File: src/rtl/spi_csm_pkg.sv
package spi_csm_pkg;

    typedef enum logic [2:0] {
        ST_IDLE,
        ST_WAIT_RDY,
        ST_SETUP,
        ST_SHIFT,
        ST_HOLD
    } spi_state_t;

endpackage

File: src/rtl/spi_csm_sync.sv
module spi_csm_sync #(
    parameter int STAGES = 2
) (
    input  logic clk,
    input  logic rst,
    input  logic d,
    output logic q
);

    logic [STAGES-1:0] pipe_q;

    always_ff @(posedge clk) begin
        if (rst) begin
            pipe_q <= '0;
        end else begin
            pipe_q <= {pipe_q[STAGES-2:0], d};
        end
    end

    assign q = pipe_q[STAGES-1];

endmodule

File: src/rtl/spi_csm_timer.sv
module spi_csm_timer #(
    parameter int CNT_W = 14
) (
    input  logic             clk,
    input  logic             rst,
    input  logic             restart,
    input  logic [CNT_W-1:0] limit,
    output logic             last
);

    logic [CNT_W-1:0] cnt_q;

    // Count from zero after each restart and park at the limit.
    always_ff @(posedge clk) begin
        if (rst || restart) begin
            cnt_q <= '0;
        end else if (!last) begin
            cnt_q <= cnt_q + CNT_W'(1);
        end
    end

    assign last = (cnt_q == limit);

endmodule

File: src/rtl/spi_csm_shift.sv
module spi_csm_shift #(
    parameter int WORD_W = 8,
    parameter int IDX_W  = 4
) (
    input  logic              clk,
    input  logic              rst,
    input  logic              load,
    input  logic [WORD_W-1:0] load_word,
    input  logic              edge_stb,
    input  logic [IDX_W-1:0]  edge_idx,
    input  logic              cpha,
    input  logic              miso,
    output logic              mosi,
    output logic [WORD_W-1:0] rx_word,
    output logic              rx_done
);

    logic [WORD_W-1:0] tx_sr_q;
    logic [WORD_W-1:0] rx_sr_q;
    logic              sample;
    logic              drive;
    logic              final_pair;

    // Edge parity picks the role: phase 0 samples on even indices,
    // phase 1 on odd ones; the other parity shifts the next bit out.
    assign sample     = edge_stb && (edge_idx[0] == cpha);
    assign drive      = edge_stb && (edge_idx[0] != cpha) && (edge_idx != '0);
    assign final_pair = (edge_idx[IDX_W-1:1] == (IDX_W-1)'(WORD_W-1));

    always_ff @(posedge clk) begin
        if (rst) begin
            tx_sr_q <= '0;
            rx_sr_q <= '0;
            rx_done <= 1'b0;
        end else begin
            rx_done <= sample && final_pair;
            if (load) begin
                tx_sr_q <= load_word;
            end else if (drive) begin
                tx_sr_q <= {tx_sr_q[WORD_W-2:0], 1'b0};
            end
            if (sample) begin
                rx_sr_q <= {rx_sr_q[WORD_W-2:0], miso};
            end
        end
    end

    assign mosi    = tx_sr_q[WORD_W-1];
    assign rx_word = rx_sr_q;

endmodule

File: src/rtl/spi_csm_master.sv
module spi_csm_master
    import spi_csm_pkg::*;
#(
    parameter int WORD_W = 8,
    parameter int DIV_W  = 8
) (
    input  logic              clk,
    input  logic              rst,
    input  logic [DIV_W-1:0]  cfg_div,
    input  logic              cfg_cpol,
    input  logic              cfg_cpha,
    input  logic [4:0]        cfg_setup_dly,
    input  logic [4:0]        cfg_hold_dly,
    input  logic              cfg_keep_cs,
    input  logic              cfg_rdy_mode,
    input  logic              tx_valid,
    input  logic [WORD_W-1:0] tx_data,
    output logic              tx_ready,
    output logic              rx_valid,
    output logic [WORD_W-1:0] rx_data,
    output logic              busy,
    output logic              sclk,
    output logic              mosi,
    output logic              cs_n,
    input  logic              miso,
    input  logic              slv_rdy
);

    localparam int EDGES = 2 * WORD_W;
    localparam int IDX_W = $clog2(EDGES);
    localparam int CNT_W = DIV_W + 6;

    spi_state_t       state_q, state_d;
    logic             rdy_sync;
    logic             gate_ok;
    logic             tm_last;
    logic             accept;
    logic             edge_stb;
    logic             restart;
    logic             last_edge;
    logic             sclk_q;
    logic [CNT_W-1:0] half_len;
    logic [CNT_W-1:0] setup_len;
    logic [CNT_W-1:0] hold_len;
    logic [CNT_W-1:0] tm_limit;
    logic [IDX_W-1:0] edge_idx_q;

    spi_csm_sync #(.STAGES(2)) u_sync (
        .clk (clk),
        .rst (rst),
        .d   (slv_rdy),
        .q   (rdy_sync)
    );

    assign gate_ok   = !cfg_rdy_mode || rdy_sync;
    assign half_len  = CNT_W'(cfg_div) + CNT_W'(1);
    assign setup_len = CNT_W'(2) + CNT_W'(cfg_setup_dly) + (cfg_cpha ? half_len : '0);
    assign hold_len  = CNT_W'(1) + CNT_W'(cfg_hold_dly) + (cfg_cpha ? '0 : half_len);
    assign last_edge = (edge_idx_q == IDX_W'(EDGES - 1));
    assign accept    = tx_valid && tx_ready;
    assign restart   = accept || edge_stb;

    // State register.
    always_ff @(posedge clk) begin
        if (rst) begin
            state_q <= ST_IDLE;
        end else begin
            state_q <= state_d;
        end
    end

    // Transitions.
    always_comb begin
        state_d = state_q;
        unique case (state_q)
            ST_IDLE: begin
                if (accept) state_d = ST_SETUP;
            end
            ST_WAIT_RDY: begin
                if (accept) state_d = ST_SETUP;
            end
            ST_SETUP: begin
                if (tm_last) state_d = ST_SHIFT;
            end
            ST_SHIFT: begin
                if (tm_last && last_edge) state_d = ST_HOLD;
            end
            ST_HOLD: begin
                if (tm_last) begin
                    if (accept) begin
                        state_d = ST_SETUP;
                    end else if (cfg_keep_cs && tx_valid) begin
                        state_d = ST_WAIT_RDY;
                    end else begin
                        state_d = ST_IDLE;
                    end
                end
            end
            default: state_d = ST_IDLE;
        endcase
    end

    // Outputs and per-state controls.
    always_comb begin
        cs_n     = 1'b0;
        tx_ready = 1'b0;
        edge_stb = 1'b0;
        tm_limit = half_len - CNT_W'(1);
        unique case (state_q)
            ST_IDLE: begin
                cs_n     = 1'b1;
                tx_ready = gate_ok;
            end
            ST_WAIT_RDY: begin
                tx_ready = gate_ok;
            end
            ST_SETUP: begin
                tm_limit = setup_len - CNT_W'(1);
                edge_stb = tm_last;
            end
            ST_SHIFT: begin
                edge_stb = tm_last;
            end
            ST_HOLD: begin
                tm_limit = hold_len - CNT_W'(1);
                tx_ready = gate_ok && tm_last && cfg_keep_cs;
            end
            default: cs_n = 1'b1;
        endcase
    end

    assign busy = (state_q != ST_IDLE);

    // Edge index and serial clock.
    always_ff @(posedge clk) begin
        if (rst) begin
            edge_idx_q <= '0;
            sclk_q     <= cfg_cpol;
        end else begin
            if (accept) begin
                edge_idx_q <= '0;
            end else if (edge_stb) begin
                edge_idx_q <= edge_idx_q + IDX_W'(1);
            end
            if (state_q == ST_IDLE) begin
                sclk_q <= cfg_cpol;
            end else if (edge_stb) begin
                sclk_q <= ~sclk_q;
            end
        end
    end

    assign sclk = sclk_q;

    spi_csm_timer #(.CNT_W(CNT_W)) u_timer (
        .clk     (clk),
        .rst     (rst),
        .restart (restart),
        .limit   (tm_limit),
        .last    (tm_last)
    );

    spi_csm_shift #(.WORD_W(WORD_W), .IDX_W(IDX_W)) u_shift (
        .clk       (clk),
        .rst       (rst),
        .load      (accept),
        .load_word (tx_data),
        .edge_stb  (edge_stb),
        .edge_idx  (edge_idx_q),
        .cpha      (cfg_cpha),
        .miso      (miso),
        .mosi      (mosi),
        .rx_word   (rx_data),
        .rx_done   (rx_valid)
    );

endmodule

File: config.mk
export PLATFORM = sky130hd
export DESIGN_NAME = spi_csm_master
export DESIGN_NICKNAME = d
export VERILOG_FILES = /design/src/rtl/spi_csm_pkg.sv /design/src/rtl/spi_csm_sync.sv /design/src/rtl/spi_csm_timer.sv /design/src/rtl/spi_csm_shift.sv /design/src/rtl/spi_csm_master.sv
export SDC_FILE = /design/constraint.sdc
export NUM_CORES = 1
export LEC_CHECK = 0
export CORE_MARGIN = 10
export CORE_UTILIZATION = 65
export DETAILED_ROUTE_END_ITERATION = 10
export DONT_BUFFER_PORTS = 1
export GPL_ROUTABILITY_DRIVEN = 1
export PLACE_DENSITY = 0.91
export SLEW_MARGIN = 25
export SYNTH_ARGS = -nofsm -noshare
export SYNTH_HDL_FRONTEND = slang
export SYNTH_SLANG_ARGS = --single-unit
File: constraint.sdc
create_clock -name clk -period 5.5 [get_ports clk]
set_input_delay 1.1 -clock clk [delete_from_list [all_inputs] [get_ports clk]]
set_output_delay 1.1 -clock clk [all_outputs]
set_load 0.02 [all_outputs]
# After elaboration in Yosys (flattened, before gate mapping)
# Cells that the tools add are included.
[totals]
elab_cells = 73
input_bits = 35
out_inout_bits = 14
reg_bits = 41
[op_classes]
muxes = 18
eq_ne = 13
n_bitwise = 1
add_sub_neg = 10
n_reduce_logical = 23
[ops]
columns = ["op", "n"]
rows = [
  ["14-bit case mux with 2 select lines", 1],
  ["10-bit by 1-bit subtractor with 11-bit output (second input constant)", 2],
  ["6-bit by 9-bit adder with 10-bit output", 2],
  ["9-bit 2-to-1 mux", 2],
  ["8-bit 2-to-1 mux", 2],
  ["14-bit by 1-bit adder with 14-bit output (second input constant)", 1],
  ["14-bit == test", 1],
  ["3-bit 2-to-1 mux", 4],
  ["3-bit case mux with 4 select lines", 1],
  ["9-bit by 1-bit subtractor with 10-bit output (second input constant)", 1],
  ["8-bit by 1-bit adder with 9-bit output (second input constant)", 1],
  ["1-bit logical AND", 9],
  ["1-bit by 5-bit adder with 6-bit output (first input constant)", 1],
  ["2-bit by 5-bit adder with 6-bit output (first input constant)", 1],
  ["3-bit by 2-bit == test with 1-bit output (second input constant)", 2],
  ["3-bit == test (second input constant)", 2],
  ["1-bit 2-to-1 mux", 6],
  ["2-bit != test (second input constant)", 3],
  ["3-bit nonzero test", 2],
  ["2-bit OR reduction", 3],
  ["4-bit by 1-bit adder with 4-bit output (second input constant)", 1],
  ["4-bit == test (second input constant)", 1],
  ["4-bit AND reduction", 1],
  ["4-bit nonzero test", 1],
  ["other kinds (12)", 14],
]

# Depth between registers and ports, before layout
[logic_depth]
word_depth = 13
depth_mapped = 18
depth_no_buf = 15

# Modules after synthesis
# From an unflattened synthesis, not the netlist that was laid out.
[unflattened]
hier_cells = 408
area_unflattened_um2 = 3275.6
[by_module_without_submodules]
columns = ["mod", "n_inst", "area_per_inst_um2", "seq_area_each_um2", "cells_each"]
rows = [
  ["spi_csm_master", 1, 1639.1, 170.2, 235],
  ["spi_csm_timer", 1, 892.1, 280.3, 100],
  ["spi_csm_shift", 1, 691.9, 340.3, 69],
  ["spi_csm_sync", 1, 52.6, 40.0, 4],
]

# Least setup slack after synthesis
# No wires, ideal clock.
[synth_timing]
kind = "input -> output"
start = "in cfg_div[0]"
end = "out tx_ready"
n_path_buf = 2
path_slack_ns = 0.110
required_ns = 4.400
cell_stages = 15
arrival_ns = 4.290
path_cell_list = "ha_1 clkbuf_1 and2_1 fa_1 a211oi_1 nor2_1 xor2_1 a211oi_1 xnor2_1 a2111oi_2 nand4b_1 clkbuf_1 nor2_1 a21oi_1 nor2_1"
[synth_via]
elab_chain_cells = 9
word_cells_on_any_way = 13
cone_classes = "6 x add/sub; 1 x eq/ne; 4 x mux; 2 x reduce/logical"
[synth_lines]
columns = ["element", "line", "source"]
rows = [
  ["start: declaration", "spi_csm_master.sv:9", "input logic [DIV_W-1:0] cfg_div,"],
  ["8-bit by 1-bit adder with 9-bit output *", "spi_csm_master.sv:56", "assign half_len = CNT_W'(cfg_div) + CNT_W'(1);"],
  ["9-bit 2-to-1 mux (on tied branches)", "spi_csm_master.sv:58, spi_csm_master.sv:57", ""],
  ["6-bit by 9-bit adder with 10-bit output (on tied branches)", "spi_csm_master.sv:58, spi_csm_master.sv:57", ""],
  ["10-bit by 1-bit subtractor with 11-bit output (on tied branches)", "spi_csm_master.sv:125, spi_csm_master.sv:118", ""],
  ["14-bit case mux with 2 select lines *", "spi_csm_master.sv:109", "unique case (state_q)"],
  ["14-bit == test *", "spi_csm_timer.sv:22", "assign last = (cnt_q == limit);"],
  ["1-bit logical AND * (2 in a row)", "spi_csm_master.sv:126", "tx_ready = gate_ok && tm_last && cfg_keep_cs;"],
  ["1-bit case mux with 2 select lines *", "spi_csm_master.sv:109", ""],
  ["end: declaration", "spi_csm_master.sv:18", "output logic tx_ready,"],
]
# Mark *: on every way between the ends. The rest lies on a longest branch, timed or not.

# Final worst setup path
[layout_timing]
start = "in cfg_div[1]"
end = "out tx_ready"
# Same word-level chain as after synthesis.

==> impl_metrics.json <==
{
  "status": "complete, no violations",
  "drt_iter0_drc": 276,
  "postSynthCellCount": 444,
  "hpwl_mm": 6.65,
  "end_kind": "output pin",
  "skew_ps": 5.61,
  "clockRootBuffer": "clkbuf_8",
  "p_per_area_nw_per_um2": 211,
  "grt_max_degree": 31,
  "worstReg2RegEnd": "u_shift.tx_sr_q[5]",
  "gp_congestion": 0.979,
  "crit_arrival_ps": 4100,
  "multi_input_area_um2": 2490,
  "seq_area_um2": 831,
  "cts_tree": "done",
  "clkLatencyLatePin_ps": 300,
  "die-area_um2": 8660,
  "rows": 26,
  "rr_worst_depth": 11,
  "layout.nets": 483,
  "critical_path_class": "in -> out",
  "cp_max_fo": 12,
  "relSlewSlack": 0.307,
  "cp_top_family": "compound AO/OA/AOI/OAI gates",
  "stdcell_count": 503,
  "path_buf_inv": 1,
  "rr_startpoint": "state_q[1]",
  "ys_types": 64,
  "seq_area_frac_synth": 0.239,
  "ys_seq_elements": 41,
  "yosys.area.top_type_share": 0.231,
  "min_path_type": "reg -> reg",
  "fmax_mhz": 192,
  "antenna_found_initial": 0,
  "crit_path_cell_trace": "ha_2, and2_1, fa_1, nor3b_1, a211oi_1, o21ai_0, xor2_1, o2111ai_1, a2111oi_2, nand4b_1, nor2_1, a21oi_1, nor2_1, buf_4",
  "synth_edf_count": 1,
  "worstMarginPinSlew_ps": 1040,
  "synthTopCellsByArea": "dfxtp_1 23%, nor2_1 6.2%, mux2i_1 5.5%",
  "fin_area_um2": 3650,
  "antenna_left": 0,
  "rsz0062_at_grt": "false",
  "power_uw": 770,
  "hold_violations": 0,
  "synth_top_flop_cell": "dfxtp_1",
  "route.detailed.drc": 0,
  "post-place-ws_ps": 164,
  "slowest_delay_ps": 450,
  "setup_tns_ps": 0,
  "period_needed_ps": 5200,
  "crit_slowest_cell": "fa_1",
  "drv_slew": 0,
  "grtUsageMet1": 0.225,
  "syn-cell-area_um2": 3470,
  "crit_path_start": "cfg_div[1]",
  "port_buffers": 0,
  "dr.pass1.iters": 5,
  "worstSetupStartpointType": "input port",
  "die_h_um": 93.1,
  "num_antenna_cells": 0,
  "grt_pass1_wl_mm": 14.6,
  "route.vias.total": 3334,
  "syn_area_per_cell_um2": 7.82,
  "nFillCells": 433,
  "clock_sinks": 41,
  "io_pins": 49,
  "wire_per_inst_um": 17.5,
  "crit_top_cell": "nor2_1",
  "gr-usage-met2": 0.345,
  "track_usage": 0.200,
  "grt_pass1_vias": 3081,
  "setup_slack_ps": 304,
  "gr-usage-met3": 0.0544,
  "synth_commonest_cells": "57 x nor2_1, 40 x dfxtp_1, 26 x nand2_1",
  "overflow": 0,
  "finalWirelength_mm": 8.82,
  "min_period_over_period": 0.945,
  "reg2reg_setup_slack_ps": 1490,
  "yosys_warnings": 0,
  "power_leakage_uw": 0.00128,
  "critical_path_depth": 14,
  "synth_fp_nets": 495,
  "start_util": 0.676,
  "htreeDepth": 2,
  "required_ps": 4400,
  "yosysMostFrequentCell": "nor2_1",
  "area_growth_pct": 5.23,
  "endpoint": "tx_ready",
  "cts_hold_buf": 0,
  "drive_gt1_frac": 0.0831,
  "cts_buffer_depth": 2,
  "core_um2": 5140,
  "cts_made_buffers": 5,
  "die_x_um": 93.1,
  "synth_top_area_cell": "dfxtp_1",
  "setup_viol": 0,
  "async_flop_share": 0,
  "vias_per_cell": 6.63,
  "path_clk_slew_ps": 80,
  "peakVddDrop_uv": 261,
  "dp.cells": 494,
  "placed_area_um2": 3490,
  "busiest_layer": "met2",
  "max-cap-violations": 0
}
## layout make-up
type	instances	share of cell area
Tap cell	70	0.0240
Inverter	19	0.0195
Sequential cell	41	0.227
Clock inverter	2	0.0106
Multi-Input combinational cell	360	0.683
Clock buffer	6	0.0257
Timing Repair Buffer	5	0.0103
## kinds of logic after synthesis
group,synth area share
AND/OR/NAND/NOR,0.266
buffers and inverters,0.0487
multiplexers,0.0580
XOR/XNOR,0.0832
flip-flops,0.239
adder cells (fa/ha/maj),0.0620
AO/OA/AOI/OAI,0.243
## flip-flops by register name, summed over array words and instances, names as in the netlist
| register | flops |
|---|---|
| u_sync.pipe_q | 2 |
| sclk | 1 |
| edge_idx_q | 4 |
| state_q | 3 |
| u_shift.rx_done | 1 |
| u_shift.rx_word | 8 |
| u_shift.tx_sr_q | 8 |
| u_timer.cnt_q | 14 |
## routing by layer
layer  vias up  routed length [um]
li1       1614                   -
met1      1544                3560
met2       147                4270
met3        29                 725
met4         0                 267
met5         -                   0
## cells in the final DEF, fill, tap and decap left out, types with 9 or more instances in the layout
| master | n |
|---|---|
| xor2_1 | 15 |
| inv_1 | 19 |
| nor2_1 | 57 |
| xnor2_1 | 17 |
| a21oi_1 | 17 |
| nand2_1 | 26 |
| nand3_1 | 9 |
| ha_1 | 13 |
| or3_1 | 9 |
| nor3_1 | 12 |
| mux2i_1 | 19 |
| nand4_1 | 10 |
| dfxtp_1 | 40 |
| o21ai_0 | 20 |
## worst min path at each step
stage                          start               end  slack, ps  cells past startpoint
detailed placement  u_sync.pipe_q[0]  u_sync.pipe_q[1]        430                      1
CTS                 u_sync.pipe_q[0]  u_sync.pipe_q[1]        450                      1
finish              u_sync.pipe_q[0]  u_sync.pipe_q[1]        450                      1
global placement    u_sync.pipe_q[0]  u_sync.pipe_q[1]        420                      1
floorplan           u_sync.pipe_q[0]  u_sync.pipe_q[1]        410                      1
global route        u_sync.pipe_q[0]  u_sync.pipe_q[1]        460                      1
## repair_timing
action | CTS | global route
endpoints found under the setup margin | 0 | 1
setup buffers | 0 | 1
gates resized for setup | 0 | 5
## per-stage QoR
step | hold slack (ps) | util
3_3_place_gp | 418 | 0.679
3_5_place_dp | 429 | 0.679
6_report | 447 | 0.711
5_1_grt | 463 | 0.711
2_1_floorplan | 414 | -
4_1_cts | 449 | 0.705
## report_power, final
group	internal (uW)	total (uW)	switching (uW)	leakage (uW)
Combinational	73.4	175	101	0.000881
Sequential	307	322	14.9	0.000335
Clock	164	273	109	0.0000669
Total	545	770	225	0.00128
(Power assumes the default switching activity.)
